`src/rtl/irqv_pkg.sv`:
```
package irqv_pkg;
  localparam int NCORE = 3;
  localparam int SRC_EXT = 0;
  localparam int SRC_TMR = 1;
  localparam int SRC_CNT = 2;
  localparam int SRC_PER = 3;
endpackage

```
`src/rtl/irqv_edge_det.sv`:
```
module irqv_edge_det #(
  parameter int W = 2
) (
  input  logic         clk,
  input  logic         rst,
  input  logic [W-1:0] pin,
  input  logic [W-1:0] rise_sel,
  output logic [W-1:0] edge_o
);
  logic [W-1:0] prev_q;

  for (genvar i = 0; i < W; i++) begin : g_pin
    always_ff @(posedge clk) begin
      prev_q[i] <= pin[i];
    end
    // rising: low before, high now; falling: the reverse
    assign edge_o[i] = (rst == 1'b0) &&
                       (rise_sel[i] ? (pin[i] & ~prev_q[i]) : (~pin[i] & prev_q[i]));
  end
endmodule

```
`src/rtl/irqv_flag_bank.sv`:
```
module irqv_flag_bank #(
  parameter int NC = 3,
  parameter int NP = 4
) (
  input  logic          clk,
  input  logic          rst,
  input  logic [NC-1:0] core_evt,
  input  logic          wr_en,
  input  logic [NC-1:0] wr_val,
  input  logic [NC-1:0] hw_clr,
  input  logic [NP-1:0] per_evt,
  input  logic [NP-1:0] per_clr,
  output logic [NC-1:0] core_flag,
  output logic [NP-1:0] per_flag
);
  for (genvar i = 0; i < NC; i++) begin : g_core
    always_ff @(posedge clk) begin
      if (rst)               core_flag[i] <= 1'b0;
      else if (core_evt[i])  core_flag[i] <= 1'b1;
      else if (wr_en)        core_flag[i] <= wr_val[i];
      else if (hw_clr[i])    core_flag[i] <= 1'b0;
    end
    // an event always leaves its flag set
    p_evt_sets_flag_r2: assert property (@(posedge clk) disable iff (rst)
      core_evt[i] |=> core_flag[i]);
  end

  for (genvar j = 0; j < NP; j++) begin : g_per
    always_ff @(posedge clk) begin
      if (rst)              per_flag[j] <= 1'b0;
      else if (per_evt[j])  per_flag[j] <= 1'b1;
      else if (per_clr[j])  per_flag[j] <= 1'b0;
    end
    // only an explicit clear removes a peripheral flag
    p_per_flag_kept_r7: assert property (@(posedge clk) disable iff (rst)
      (per_flag[j] && !per_clr[j]) |=> per_flag[j]);
  end
endmodule

```
`src/rtl/irqv_arbiter.sv`:
```
module irqv_arbiter #(
  parameter int             NS       = 4,
  parameter int             VEC_W    = 8,
  parameter logic [VEC_W-1:0] VEC_BASE = 8'h08,
  parameter logic [VEC_W-1:0] VEC_STEP = 8'h08
) (
  input  logic             clk,
  input  logic             rst,
  input  logic [NS-1:0]    pend,
  input  logic             blocked,
  input  logic             take,
  output logic [NS-1:0]    sel_q,
  output logic [VEC_W-1:0] vec_q,
  output logic             irq
);
  logic [NS-1:0]    grant;
  logic [VEC_W-1:0] vec_d;

  // lowest index wins
  assign grant = pend & (~pend + NS'(1));

  always_comb begin
    vec_d = '0;
    for (int i = 0; i < NS; i++) begin
      if (grant[i]) vec_d = VEC_W'(int'(VEC_BASE) + i * int'(VEC_STEP));
    end
  end

  always_ff @(posedge clk) begin
    if (rst || blocked || take) begin
      sel_q <= '0;
      vec_q <= '0;
    end else begin
      sel_q <= grant;
      vec_q <= vec_d;
    end
  end

  assign irq = |sel_q;

  // at most one source is selected
  p_sel_onehot_r5: assert property (@(posedge clk) disable iff (rst)
    $onehot0(sel_q));
  // a blocked cycle yields no request next
  p_blocked_no_irq_r11: assert property (@(posedge clk) disable iff (rst)
    blocked |=> !irq);
endmodule

```
`src/rtl/irq_vector_ctl.sv`:
```
module irq_vector_ctl
  import irqv_pkg::*;
#(
  parameter int NPER  = 4,
  parameter int VEC_W = 8
) (
  input  logic             clk,
  input  logic             rst,
  input  logic             ext_pin,
  input  logic             ext_rise,
  input  logic             cnt_pin,
  input  logic             cnt_rise,
  input  logic             tmr_ovf,
  input  logic [NPER-1:0]  per_evt,
  input  logic [2:0]       core_en,
  input  logic [NPER-1:0]  per_en,
  input  logic             per_grp_en,
  input  logic             flag_wr,
  input  logic [2:0]       flag_wr_val,
  input  logic [NPER-1:0]  per_clr,
  input  logic             gdis_wr,
  input  logic             gdis_val,
  input  logic             reti,
  input  logic             ack,
  output logic             irq_req,
  output logic [VEC_W-1:0] vec_addr,
  output logic             push_stb,
  output logic [2:0]       core_flags,
  output logic [NPER-1:0]  per_flags,
  output logic             per_summary,
  output logic             gdis,
  output logic             wake
);
  localparam int NS = NCORE + 1;

  logic [1:0]       pin_edge;
  logic [NCORE-1:0] core_evt;
  logic [NCORE-1:0] hw_clr;
  logic [NS-1:0]    pend;
  logic [NS-1:0]    sel_q;
  logic             psum;
  logic             take;
  logic             gdis_q, push_q, wake_q, psum_q;

  irqv_edge_det #(.W(2)) u_edge (
    .clk      (clk),
    .rst      (rst),
    .pin      ({cnt_pin, ext_pin}),
    .rise_sel ({cnt_rise, ext_rise}),
    .edge_o   (pin_edge)
  );

  assign core_evt[SRC_EXT] = pin_edge[0];
  assign core_evt[SRC_TMR] = tmr_ovf;
  assign core_evt[SRC_CNT] = pin_edge[1];

  assign take   = ack & irq_req;
  assign hw_clr = take ? sel_q[NCORE-1:0] : '0;

  irqv_flag_bank #(.NC(NCORE), .NP(NPER)) u_flags (
    .clk       (clk),
    .rst       (rst),
    .core_evt  (core_evt),
    .wr_en     (flag_wr),
    .wr_val    (flag_wr_val),
    .hw_clr    (hw_clr),
    .per_evt   (per_evt),
    .per_clr   (per_clr),
    .core_flag (core_flags),
    .per_flag  (per_flags)
  );

  // flags and enables sampled together in one vector
  assign psum = per_grp_en & |(per_flags & per_en);
  assign pend = {psum, core_flags & core_en};

  irqv_arbiter #(
    .NS       (NS),
    .VEC_W    (VEC_W),
    .VEC_BASE (VEC_W'(8'h08)),
    .VEC_STEP (VEC_W'(8'h08))
  ) u_arb (
    .clk     (clk),
    .rst     (rst),
    .pend    (pend),
    .blocked (gdis_q),
    .take    (take),
    .sel_q   (sel_q),
    .vec_q   (vec_addr),
    .irq     (irq_req)
  );

  always_ff @(posedge clk) begin
    if (rst) begin
      gdis_q <= 1'b0;
      push_q <= 1'b0;
      wake_q <= 1'b0;
      psum_q <= 1'b0;
    end else begin
      push_q <= take;
      wake_q <= |pend;
      psum_q <= psum;
      if (take)         gdis_q <= 1'b1;
      else if (reti)    gdis_q <= 1'b0;
      else if (gdis_wr) gdis_q <= gdis_val;
    end
  end

  assign gdis        = gdis_q;
  assign push_stb    = push_q;
  assign wake        = wake_q;
  assign per_summary = psum_q;

  // acceptance drops the request, sets disable and pushes once
  p_take_drops_req_r6: assert property (@(posedge clk) disable iff (rst)
    (ack && irq_req) |=> (!irq_req && gdis && push_stb));
  p_push_single_r6: assert property (@(posedge clk) disable iff (rst)
    push_stb |=> !push_stb);
  // return clears the disable bit
  p_reti_clears_r8: assert property (@(posedge clk) disable iff (rst)
    (reti && !(ack && irq_req)) |=> !gdis);
endmodule

```
`config.mk`:
```
export PLATFORM = sky130hd
export DESIGN_NAME = irq_vector_ctl
export DESIGN_NICKNAME = d
export VERILOG_FILES = /design/src/rtl/irqv_pkg.sv /design/src/rtl/irqv_edge_det.sv /design/src/rtl/irqv_flag_bank.sv /design/src/rtl/irqv_arbiter.sv /design/src/rtl/irq_vector_ctl.sv
export SDC_FILE = /design/constraint.sdc
export NUM_CORES = 1
export LEC_CHECK = 0
export BUFFER_PORTS_ARGS = -buffer_cell sky130_fd_sc_hd__buf_4
export CAP_MARGIN = 20
export CORE_MARGIN = 3
export CORE_UTILIZATION = 40
export DETAILED_ROUTE_END_ITERATION = 7
export PLACE_DENSITY_LB_ADDON = 0.25
export SLEW_MARGIN = 15
export SYNTH_ARGS = -nofsm -noshare
export SYNTH_HDL_FRONTEND = slang
export SYNTH_HIERARCHICAL = 1
export SYNTH_SLANG_ARGS = --single-unit
```
`constraint.sdc`:
```
create_clock -name clk -period 1.9 [get_ports clk]
set_clock_uncertainty 0.05 [all_clocks]
set_input_delay 0.38 -clock clk [delete_from_list [all_inputs] [get_ports clk]]
set_output_delay 0.38 -clock clk [all_outputs]
set_load 0.01 [all_outputs]
```
# --- Yosys cells after proc, flatten, opt, wreduce, memory -nomap -nowiden ---
# Cells that the tools add are included.
totals:
  n_memories: 0
  regBits: 25
  input_bits: 31
  ramBits: 0
  latch_bits: 0
  word_cells: 77
  rom_bits: 0
  output_inout_bits: 20
op_classes:
  shift: 0
  addsub: 1
  n_div: 0
  n_bitwise: 15
  mul: 0
  magnitude_cmp: 0
  muxes: 27
  reduce_logical: 17
  eq_ne: 0
op_table:
  columns: ["op", "n"]
  rows:
  - ["$mux W1", 22]
  - ["$reduce_or A4 Y1", 4]
  - ["$reduce_bool A3 Y1", 4]
  - ["$mux W5", 2]
  - ["$and A4 B4 Y4", 2]
  - ["$reduce_bool A2 Y1", 4]
  - ["$and A1 B1 Y1", 6]
  - ["$mux W6", 1]
  - ["$not A1 Y1", 5]
  - ["$add A4 B1 Y4 const B", 1]
  - ["$mux W4", 1]
  - ["$not A4 Y4", 1]
  - ["$and A3 B3 Y3", 1]
  - ["$mux W3", 1]
  - ["$logic_and A1 B1 Y1", 2]
  - ["$logic_or A1 B1 Y1", 2]
  - ["$reduce_or A2 Y1", 1]

# --- Longest topological paths before layout ---
# Gate-level depths: netlist of run 1.
logic_depth:
  word_depth: 10
  mapped_depth: 4
  ltp_nobuf: 4

# --- Cells and area by module ---
# The synthesis of run 1 kept the hierarchy.
modules_own_cells:
  columns: ["mod", "cells_per_inst", "area_per_inst_um2", "n_inst", "seq_area_each_um2"]
  rows:
  - ["irqv_flag_bank", 28, 256.5, 1, 140.1]
  - ["irqv_arbiter", 24, 245.2, 1, 120.1]
  - ["irq_vector_ctl", 22, 201.4, 1, 80.1]
  - ["irqv_edge_det", 8, 82.6, 1, 40.0]

# --- Worst setup path before layout of run 1 ---
# No wires, ideal clock.
synth_path:
  path_type: "register to register"
  from: "reg u_arb.sel_q[1]"
  to: "reg u_flags.core_flag[0]"
  required_ns: 1.780
  setup_ns: 0.070
  arrival_ns: 1.549
  n_path_buf: 0
  synth_period_minus_slack_ns: 1.668
  path_stages_with_launch: 5
  path_slack_ns: 0.232
  path_cell_list: "dfxtp_1 or4_1 and3_1 or3b_1 a21oi_1"
synth_between:
  elab_chain_cells: 4
synth_lines:
  columns: ["item", "line_no", "text"]
  rows:
  - ["start: declaration", "irqv_arbiter.sv:12", "output logic [NS-1:0] sel_q,"]
  - ["start signal: assignment", "irqv_arbiter.sv:34", "sel_q <= grant;"]
  - ["$reduce_or A4 Y1", "irqv_arbiter.sv:39", "assign irq = |sel_q;"]
  - ["named net irq_req", "irq_vector_ctl.sv:25", "output logic irq_req,"]
  - ["$and A1 B1 Y1", "irq_vector_ctl.sv:57", "assign take = ack & irq_req;"]
  - ["$mux W3", "irq_vector_ctl.sv:58", "assign hw_clr = take ? sel_q[NCORE-1:0] : '0;"]
  - ["named net hw_clr[0]", "irq_vector_ctl.sv:38", "logic [NCORE-1:0] hw_clr;"]
  - ["$reduce_bool A3 Y1 (no line)", null, null]
  - ["end signal: indexed assignment", "irqv_flag_bank.sv:20", "else if (wr_en) core_flag[i] <= wr_val[i];"]
  - ["end: declaration", "irqv_flag_bank.sv:13", "output logic [NC-1:0] core_flag,"]
# The timed path passes the listed nets, and every way through them passes these cells.
# A chain may end at the register's enable or synchronous reset.

# --- Worst setup path after layout of run 1 ---
layout_path:
  from: "reg u_arb.sel_q[1]"
  to: "out irq_req"
layout_between:
  elab_chain_cells: 1
layout_lines:
  columns: ["item", "line_no"]
  rows:
  - ["$reduce_or A4 Y1", "irqv_arbiter.sv:39"]
  - ["end: declaration", "irq_vector_ctl.sv:25"]
# No other way between the ends.

==> summary.txt, run 1 <==
Status
  – Outcome: complete, no violations

Clock tree
  – Cts repair resizes: 0
  – Hold Buf Count CTS: 0
  – CTS tree: yes
  – Worst-path clk slew: 0.10 ns
  – Post-CTS Setup Bufs: 0
  – Max Root-Sink Buffers: 2
  – H-tree Lvls: 1
  – Clock sinks: 19
  – Worst-Skew Late Latency: 0.29 ns
  – Clk root buf: clkbuf_4
  – TritonCTS buffer count: 3

Worst setup path
  – CP max-delay cell: or4_1
  – Worst reg2reg setup slack: 0.23 ns
  – Worst-path cell chain: or4_1, buf_4
  – Crit Path Max Fanout: 6
  – Arr. time, crit path: 1.39 ns
  – CP max stage delay: 0.60 ns
  – CP Class: flip-flop to output pin
  – Worst Setup End Kind: output pin
  – Buf/Inv on CP: 1
  – Top cell family by delay on the critical path: simple AND/OR/NAND/NOR gates
  – Startpoint Class: flip-flop
  – Critical path required time: 1.47 ns

Placement
  – PortBufs: 45
  – DP Wirelength: 1390 um
  – Gpl congestion: 0.752
  – Cells after DPL: 150
  – Placed Area: 1120 um^2

STA
  – RSZ-0062 raised after global routing: false
  – Setup TNS: 0 ns
  – Final Cycle Share: 0.957
  – Post-layout min period: 1.82 ns
  – Achievable Freq: 0.550 GHz
  – Final Setup Violations: 0
  – Final Hold Viols: 0
  – Final Max Tran Viols: 0

Die
  – Core Rows: 15
  – IO Pins: 51
  – Initial core utilization: 0.441
  – Die area: 2530 um^2
  – Die height: 50.3 um
  – DIE WIDTH: 50.3 um
  – CORE AREA: 1780 um^2

GRT
  – Initial antenna violation count: 0
  – Grt total ovfl: 0
  – Pin count of the biggest net entering global routing: 16
  – Vias in the first global route: 683
  – First-pass GRT wire length: 2760 um
  – Global-route usage over all layers: 0.144

Final layout
  – Reg area: 380 um^2
  – Multi-input gate area: 357 um^2
  – Antenna Cells: 0
  – Design Area, Final: 1150 um^2
  – Most frequent cells in the layout: buf_4, dfxtp_1, a21oi_1
  – Area delta synth->final: 46.5%
  – Share of cells above drive strength 1: 0.419
  – Final cell count without fillers: 154
  – Commonest non-fill, non-tap cell in the layout: buf_4
  – # fillers: 168
  – Nets: 161

Detailed routing
  – DR iter-0 viols: 4
  – Metal1 wirelength: 695 um
  – Wire length per cell: 11.1 um
  – DR pass1 iterations: 4
  – Via density: 4.68
  – Met2 Wirelength: 830 um
  – DRT antenna net count: 0
  – Via count: 721
  – Met3 WL: 160 um
  – DR DRC count: 0
  – Final wirelength: 1710 um
  – Highest Signal Layer: met4

Synthesis
  – Cell Area, Synth: 786 um^2
  – Register area share after synthesis: 0.484
  – Ys Warns: 6
  – Post-synth cell types: 23
  – Synthesis-stage register bit count: 19
  – Mapped Cells: 82
  – Synthesized area per cell: 9.58 um^2

Worst hold path
  – Worst Hold Class: primary input to flip-flop

Power and ir drop
  – Maximum VDD drop: 0.000392 V
  – Pleak: 0.571 nW
  – Power, Total: 0.793 mW
  – Pwr dens: 689 nW/um^2

Flow run
  – Max-cap viol count: 0
## final timing paths
check	from	to	depth (start not counted)
hold reg to reg	u_flags/per_flag[2]	u_flags/per_flag[2]	2
hold / removal	cnt_pin	u_edge/prev_q[1]	1
setup reg to reg	u_arb/sel_q[1]	u_flags/core_flag[0]	4
setup / recovery	u_arb/sel_q[1]	irq_req	2
## logic make-up after synthesis
logic type	Yosys count	share of synthesized area
DFF	19	0.484
muxes	1	0.0127
and+or+nand+nor	32	0.274
AOI/OAI and AO/OA	18	0.143
buffers and inverters	11	0.0812
other	1	0.00477
## worst register-to-register path, cell delays in order, from the launching register on
cell     delay [ns]
dfxtp_1        0.32
or4_1          0.60
and3_1         0.18
or3b_1         0.36
a21oi_1        0.11
## synth_stat cells, drive strengths merged
cell type | instances | area share
and3 | 4 | 0.032
nor2b | 3 | 0.024
nor3 | 2 | 0.013
o21ai | 1 | 0.011
a22o | 2 | 0.024
or4 | 1 | 0.0096
nor4 | 1 | 0.016
a2bb2oi | 1 | 0.011
nand2b | 4 | 0.032
dfxtp | 19 | 0.48
inv | 5 | 0.024
conb | 1 | 0.0048
nor2 | 3 | 0.014
mux2i | 1 | 0.013
buf | 6 | 0.057
o21a | 1 | 0.0096
or3b | 5 | 0.056
and2 | 7 | 0.059
nand3b | 2 | 0.019
a21oi | 13 | 0.088
## per-layer routing
layer,up-vias,track usage
li1,363,-
met1,321,0.160
met4,0,0.0807
met5,-,0
met2,35,0.241
met3,2,0.0445
## sequential cells by signal (all words and copies together) (netlist names)
signal,cells
u_arb/sel_q,4
per_summary,1
u_edge/prev_q,2
u_flags/core_flag,3
u_arb/vec_q,2
wake,1
u_flags/per_flag,4
gdis,1
push_stb,1
## report_power, final
| part | total [mW] | internal [mW] | switching, mW |
|---|---|---|---|
| logic | 0.162 | 0.0962 | 0.0656 |
| clock network | 0.197 | 0.0815 | 0.115 |
| registers | 0.435 | 0.422 | 0.0127 |
| total | 0.793 | 0.600 | 0.194 |
## metrics by stage
step / worst slack, ns / hold WS, ns / util
after CTS: 0.0680 / 0.141 / 0.646
after floorplan: 0.232 / 0.358 / -
after global routing: 0.0182 / 0.133 / 0.646
final: 0.0810 / 0.151 / 0.646
after detailed placement: 0.235 / 0.446 / 0.631
after global placement: 0.275 / 0.425 / 0.631
## layout make-up
type,count,share of cell area
clock buffer,4,0.0228
sequential,19,0.330
timing repair buffer,45,0.293
tap,25,0.0272
multi-input combinational,56,0.310
inverter,5,0.0163
(Power assumes the default switching activity.)
==> run 2, diff against run 1 <==
==> constraint.sdc (replaced) <==
create_clock -name clk -period 1.9 [get_ports clk]
set_clock_uncertainty 0.05 [all_clocks]
set_input_delay 0.19 -clock clk [delete_from_list [all_inputs] [get_ports clk]]
set_output_delay 0.19 -clock clk [all_outputs]
set_load 0.01 [all_outputs]
==> summary.txt, run 2 (same netlist as run 1, synthesis figures left out) <==
Detailed routing
  – Wire length per cell: 11.1 um (-0.18%)
  – DR iter-0 viols: 4 (unchanged)
  – DR pass1 iterations: 4 (unchanged)
  – Final wirelength: 1730 um (+1.1%)
  – DRT antenna net count: 0 (unchanged)
  – Via density: 4.66 (-0.46%)
  – Via count: 727 (+0.83%)
  – DR DRC count: 0 (unchanged)

Clock tree
  – Worst-path clk slew: 0.10 ns (about the same)
  – CTS tree: yes
  – Cts repair resizes: 0 (unchanged)
  – Clk root buf: clkbuf_4
  – H-tree Lvls: 1 (unchanged)
  – Worst-Skew Late Latency: 0.29 ns (about the same)
  – Clock sinks: 19 (unchanged)
  – Max Root-Sink Buffers: 2 (unchanged)
  – TritonCTS buffer count: 3 (unchanged)

STA
  – RSZ-0062 raised after global routing: false
  – Final Hold Viols: 0 (unchanged)
  – Final Cycle Share: 0.879 (-0.0780)
  – Final Max Tran Viols: 0 (unchanged)
  – Post-layout min period: 1.67 ns (-0.148 ns)
  – Achievable Freq: 0.599 GHz (+8.9%)
  – Setup TNS: 0 ns (unchanged)
  – Final Setup Violations: 0 (unchanged)

Worst setup path
  – Worst reg2reg setup slack: 0.23 ns (about the same)
  – Buf/Inv on CP: 0 (-1)
  – Worst-path cell chain: or4_1, and3_1, or3b_1, a21oi_1
  – CP Class: flip-flop to flip-flop
  – Top cell family by delay on the critical path: simple AND/OR/NAND/NOR gates
  – Critical path required time: 2.08 ns (+0.61 ns)
  – Reg-to-Reg End: u_flags/core_flag[0]
  – CP max-delay cell: or4_1
  – CP max stage delay: 0.60 ns (about the same)
  – Reg2Reg Launch Point: u_arb/sel_q[1]
  – Startpoint Class: flip-flop
  – R2r worst-path depth: 4 (unchanged)
  – Crit Path Max Fanout: 6 (unchanged)
  – Worst Setup End Kind: flip-flop
  – Arr. time, crit path: 1.85 ns (+0.46 ns)

Placement
  – Placed Area: 1120 um^2 (unchanged)
  – PortBufs: 45 (unchanged)
  – DP Wirelength: 1390 um (unchanged)
  – Gpl congestion: 0.752 (unchanged)

Worst hold path
  – Hold-critical path depth: 3 (+2)
  – Worst Hold Path EP: u_flags/per_flag[2]
  – Worst Hold Class: primary input to flip-flop
  – Hold wc startpoint: per_evt[2]

Die
  – Die area: 2530 um^2 (unchanged)
  – DIE WIDTH: 50.3 um (unchanged)
  – Core Rows: 15 (unchanged)
  – Die height: 50.3 um (unchanged)
  – Initial core utilization: 0.441 (unchanged)
  – CORE AREA: 1780 um^2 (unchanged)
  – IO Pins: 51 (unchanged)

GRT
  – Global-route usage over all layers: 0.146 (+0.00249)
  – Pin count of the biggest net entering global routing: 16 (unchanged)
  – Vias in the first global route: 688 (+0.73%)
  – Initial antenna violation count: 0 (unchanged)
  – Grt total ovfl: 0 (unchanged)
  – First-pass GRT wire length: 2810 um (+1.7%)

Final layout
  – Nets: 163 (+1.2%)
  – Share of cells above drive strength 1: 0.412 (-0.00639)
  – Design Area, Final: 1170 um^2 (+1.7%)
  – Area delta synth->final: 49.0%
  – Largest regs: u_arb/sel_q: 4 flops, u_flags/per_flag: 4 flops, u_flags/core_flag: 3 flops
  – Commonest non-fill, non-tap cell in the layout: buf_4
  – Most frequent cells in the layout: buf_4, dfxtp_1, a21oi_1
  – # fillers: 164 (-2.4%)
  – Antenna Cells: 0 (unchanged)

Power and ir drop
  – Pleak: 0.579 nW (+1.5%)
  – Power, Total: 0.797 mW (+0.43%)
  – Pwr dens: 680 nW/um^2 (-1.3%)
  – Maximum VDD drop: 0.000395 V (+0.71%)

Status
  – Outcome: complete, no violations

Flow run
  – Max-cap viol count: 0 (unchanged)
-- run 2: through the flow --
step | util | worst slack, ns | cells | hold slack (ns)
2_1_floorplan | - | 0.232 | 86 | 0.168
4_1_cts | 0.657 | 0.221 | 156 | 0.0706
3_3_place_gp | 0.631 | 0.275 | 150 | 0.260
3_5_place_dp | 0.631 | 0.235 | 150 | 0.264
6_report | 0.657 | 0.229 | 156 | 0.0815
5_1_grt | 0.657 | 0.107 | 156 | 0.0714
-- run 2: layout make-up --
| cell class | instances | area (um^2) | area share |
|---|---|---|---|
| clock buffer | 4 | 26.3 | 0.0224 |
| inverter | 5 | 18.8 | 0.0160 |
| multi-input combinational | 56 | 357 | 0.304 |
| sequential | 19 | 380 | 0.325 |
| tap | 25 | 31.3 | 0.0267 |
| timing repair buffer | 47 | 358 | 0.306 |
-- run 2: what timing repair did --
item / 4_1_cts / 5_1_grt
hold endpoints to repair: 2 / 0
hold buffers: 2 / 0
buffers inserted: 0 / 0
-- run 2: tightest hold or removal path, delay by kind of cell --
kind / cells / cell delay (ns)
buf+inv: 2 / 0.15
compound gates: 1 / 0.05
-- run 2: report_power, final --
| group | total (mW) | switching, mW | internal, mW |
|---|---|---|---|
| clock | 0.197 | 0.115 | 0.0815 |
| sequential | 0.435 | 0.0127 | 0.422 |
| combinational | 0.165 | 0.0664 | 0.0989 |
| total | 0.797 | 0.194 | 0.602 |
-- run 2: worst max path at each step --
stage	depth (start not counted)	end	from	slack [ns]
3_3_place_gp	4	u_flags/core_flag[0]	u_arb/sel_q[1]	0.27
6_report	4	u_flags/core_flag[0]	u_arb/sel_q[1]	0.23
3_5_place_dp	4	u_flags/core_flag[0]	u_arb/sel_q[1]	0.24
5_1_grt	4	u_arb/vec_q[4]	u_arb/sel_q[1]	0.11
2_1_floorplan	4	u_flags/core_flag[0]	u_arb/sel_q[1]	0.23
4_1_cts	4	u_arb/vec_q[4]	u_arb/sel_q[1]	0.22
-- run 2: routing by layer --
layer / vias up / GRT usage / routed length [um]
li1: 367 / - / -
met1: 323 / 0.164 / 706
met2: 35 / 0.246 / 838
met3: 2 / 0.0445 / 160
met4: 0 / 0.0807 / 21
met5: - / 0 / 0
==> run 3, diff against run 2 <==
--- a/config.mk
+++ b/config.mk
@@ -7,8 +7,10 @@
 export LEC_CHECK = 0
 export BUFFER_PORTS_ARGS = -buffer_cell sky130_fd_sc_hd__buf_4
 export CAP_MARGIN = 20
+export CELL_PAD_IN_SITES_DETAIL_PLACEMENT = 1
+export CELL_PAD_IN_SITES_GLOBAL_PLACEMENT = 1
 export CORE_MARGIN = 3
-export CORE_UTILIZATION = 40
+export CORE_UTILIZATION = 28
 export DETAILED_ROUTE_END_ITERATION = 7
 export PLACE_DENSITY_LB_ADDON = 0.25
 export SLEW_MARGIN = 15
==> summary.txt, run 3 (same netlist as run 1, synthesis figures left out) <==
Status
  – Outcome: complete, no violations

Flow run
  – Max-cap viol count: 0 (unchanged)

Final layout
  – Most frequent cells in the layout: buf_4, dfxtp_1, a21oi_1
  – Area delta synth->final: 49.8%
  – Final cell count without fillers: 161 (+3.2%)
  – Share of cells above drive strength 1: 0.412 (unchanged)
  – Commonest non-fill, non-tap cell in the layout: buf_4
  – Antenna Cells: 0 (unchanged)
  – Nets: 163 (unchanged)
  – Largest regs: u_arb/sel_q: 4 flops, u_flags/per_flag: 4 flops, u_flags/core_flag: 3 flops

Die
  – IO Pins: 51 (unchanged)
  – Die area: 3480 um^2 (+37%)
  – DIE WIDTH: 59.0 um (+17%)
  – CORE AREA: 2570 um^2 (+44%)
  – Core Rows: 18 (+3)
  – Die height: 59.0 um (+17%)
  – Initial core utilization: 0.306 (-0.135)

Clock tree
  – Clk root buf: clkbuf_4
  – Worst-path clk slew: 0.10 ns (about the same)
  – TritonCTS buffer count: 3 (unchanged)
  – Clock sinks: 19 (unchanged)
  – Max Root-Sink Buffers: 2 (unchanged)
  – H-tree Lvls: 1 (unchanged)
  – Worst-Skew Late Latency: 0.28 ns (about the same)
  – Post-CTS Setup Bufs: 0 (unchanged)
  – CTS tree: yes

STA
  – Final Max Tran Viols: 0 (unchanged)
  – Achievable Freq: 0.580 GHz (-3.1%)
  – Final Hold Viols: 0 (unchanged)
  – Final Cycle Share: 0.907 (+0.0279)
  – Setup TNS: 0 ns (unchanged)
  – RSZ-0062 raised after global routing: false
  – Final Setup Violations: 0 (unchanged)
  – Post-layout min period: 1.72 ns (+0.0529 ns)

Worst setup path
  – Critical path required time: 2.07 ns (about the same)
  – Startpoint Class: flip-flop
  – Worst reg2reg setup slack: 0.18 ns (-0.05 ns)
  – CP Class: flip-flop to flip-flop
  – Reg-to-Reg End: u_flags/core_flag[2]
  – Crit Path Max Fanout: 6 (unchanged)
  – CP max stage delay: 0.61 ns (about the same)
  – Reg2Reg Launch Point: u_arb/sel_q[1]
  – R2r worst-path depth: 4 (unchanged)
  – Worst Setup End Kind: flip-flop
  – Arr. time, crit path: 1.90 ns (+0.05 ns)
  – CP max-delay cell: or4_1
  – Worst-path cell chain: or4_1, and3_1, or3b_1, a21oi_1

GRT
  – Pin count of the biggest net entering global routing: 16 (unchanged)
  – First-pass GRT wire length: 3300 um (+17%)
  – Vias in the first global route: 789 (+15%)
  – Global-route usage over all layers: 0.122 (-0.0242)
  – Initial antenna violation count: 0 (unchanged)
  – Grt total ovfl: 0 (unchanged)

Power and ir drop
  – Maximum VDD drop: 0.000357 V (-9.5%)
  – Pwr dens: 679 nW/um^2 (-0.12%)
  – Pleak: 0.579 nW (unchanged)

Detailed routing
  – Via count: 744 (+2.3%)
  – Final wirelength: 2000 um (+16%)
  – DRT antenna net count: 0 (unchanged)
  – Via density: 4.62 (-0.84%)
  – DR iter-0 viols: 14 (+10)
  – Wire length per cell: 12.4 um (+12%)
  – DR pass1 iterations: 3 (-1)
  – DR DRC count: 0 (unchanged)

Worst hold path
  – Hold wc startpoint: per_evt[1]
  – Worst Hold Class: primary input to flip-flop
  – Worst Hold Path EP: u_flags/per_flag[1]
  – Hold-critical path depth: 3 (unchanged)

Placement
  – PortBufs: 45 (unchanged)
  – Cells after DPL: 155 (+3.3%)
  – DP Wirelength: 1570 um (+12%)
  – Gpl congestion: 0.673 (-11%)
[run 3: worst max-delay path, delay by kind of cell, from the launching register on]
family	cells	cell delay, ns
flip-flops	1	0.32
AO/OA/AOI/OAI	1	0.12
AND/OR/NAND/NOR	3	1.18
[run 3: how the worst max path moves through the flow]
stage	depth (start not counted)	slack, ns	startpoint	end
2_1_floorplan	4	0.23	u_arb/sel_q[1]	u_flags/core_flag[0]
3_3_place_gp	4	0.25	u_arb/sel_q[1]	u_flags/core_flag[2]
3_5_place_dp	4	0.20	u_arb/sel_q[1]	u_flags/core_flag[0]
4_1_cts	4	0.17	u_arb/sel_q[1]	u_arb/sel_q[3]
5_1_grt	4	0.11	u_arb/sel_q[1]	u_arb/sel_q[3]
6_report	4	0.18	u_arb/sel_q[1]	u_flags/core_flag[2]
[run 3: routing by layer]
layer | vias to the layer above | global-route usage | share of wire
li1 | 367 | - | -
met1 | 342 | 0.141 | 0.38
met2 | 35 | 0.221 | 0.51
met3 | 0 | 0.0349 | 0.11
met4 | 0 | 0.0291 | 0
met5 | - | 0 | 0
[run 3: layout make-up]
class | count | area [um^2]
multi-input combinational | 56 | 357
sequential | 19 | 380
clock buffer | 4 | 26.3
tap | 30 | 37.5
inverter | 5 | 18.8
timing repair buffer | 47 | 358
fill | 313 | 1390
[run 3: report_power, final]
part | switching (mW) | total (mW) | internal, mW
sequential | 0.0131 | 0.435 | 0.422
combinational | 0.0685 | 0.167 | 0.0989
clock | 0.116 | 0.197 | 0.0814
total | 0.198 | 0.800 | 0.602
[run 3: repair_timing]
| action | in CTS | in global routing |
|---|---|---|
| hold endpoints to repair | 2 | 0 |
| resized for setup | 0 | 0 |
| hold buffers | 2 | 0 |
[run 3: metrics by stage]
step           power (mW)  instance area (um^2)  hold WS [ns]  worst slack, ns   util
5_1_grt             0.860                  1180        0.0676            0.108  0.459
2_1_floorplan       0.519                   801         0.168            0.232      -
6_report            0.800                  1180        0.0811            0.176  0.459
3_3_place_gp        0.606                  1130         0.260            0.249  0.441
4_1_cts             0.818                  1180        0.0719            0.169  0.459
3_5_place_dp        0.610                  1130         0.264            0.199  0.441
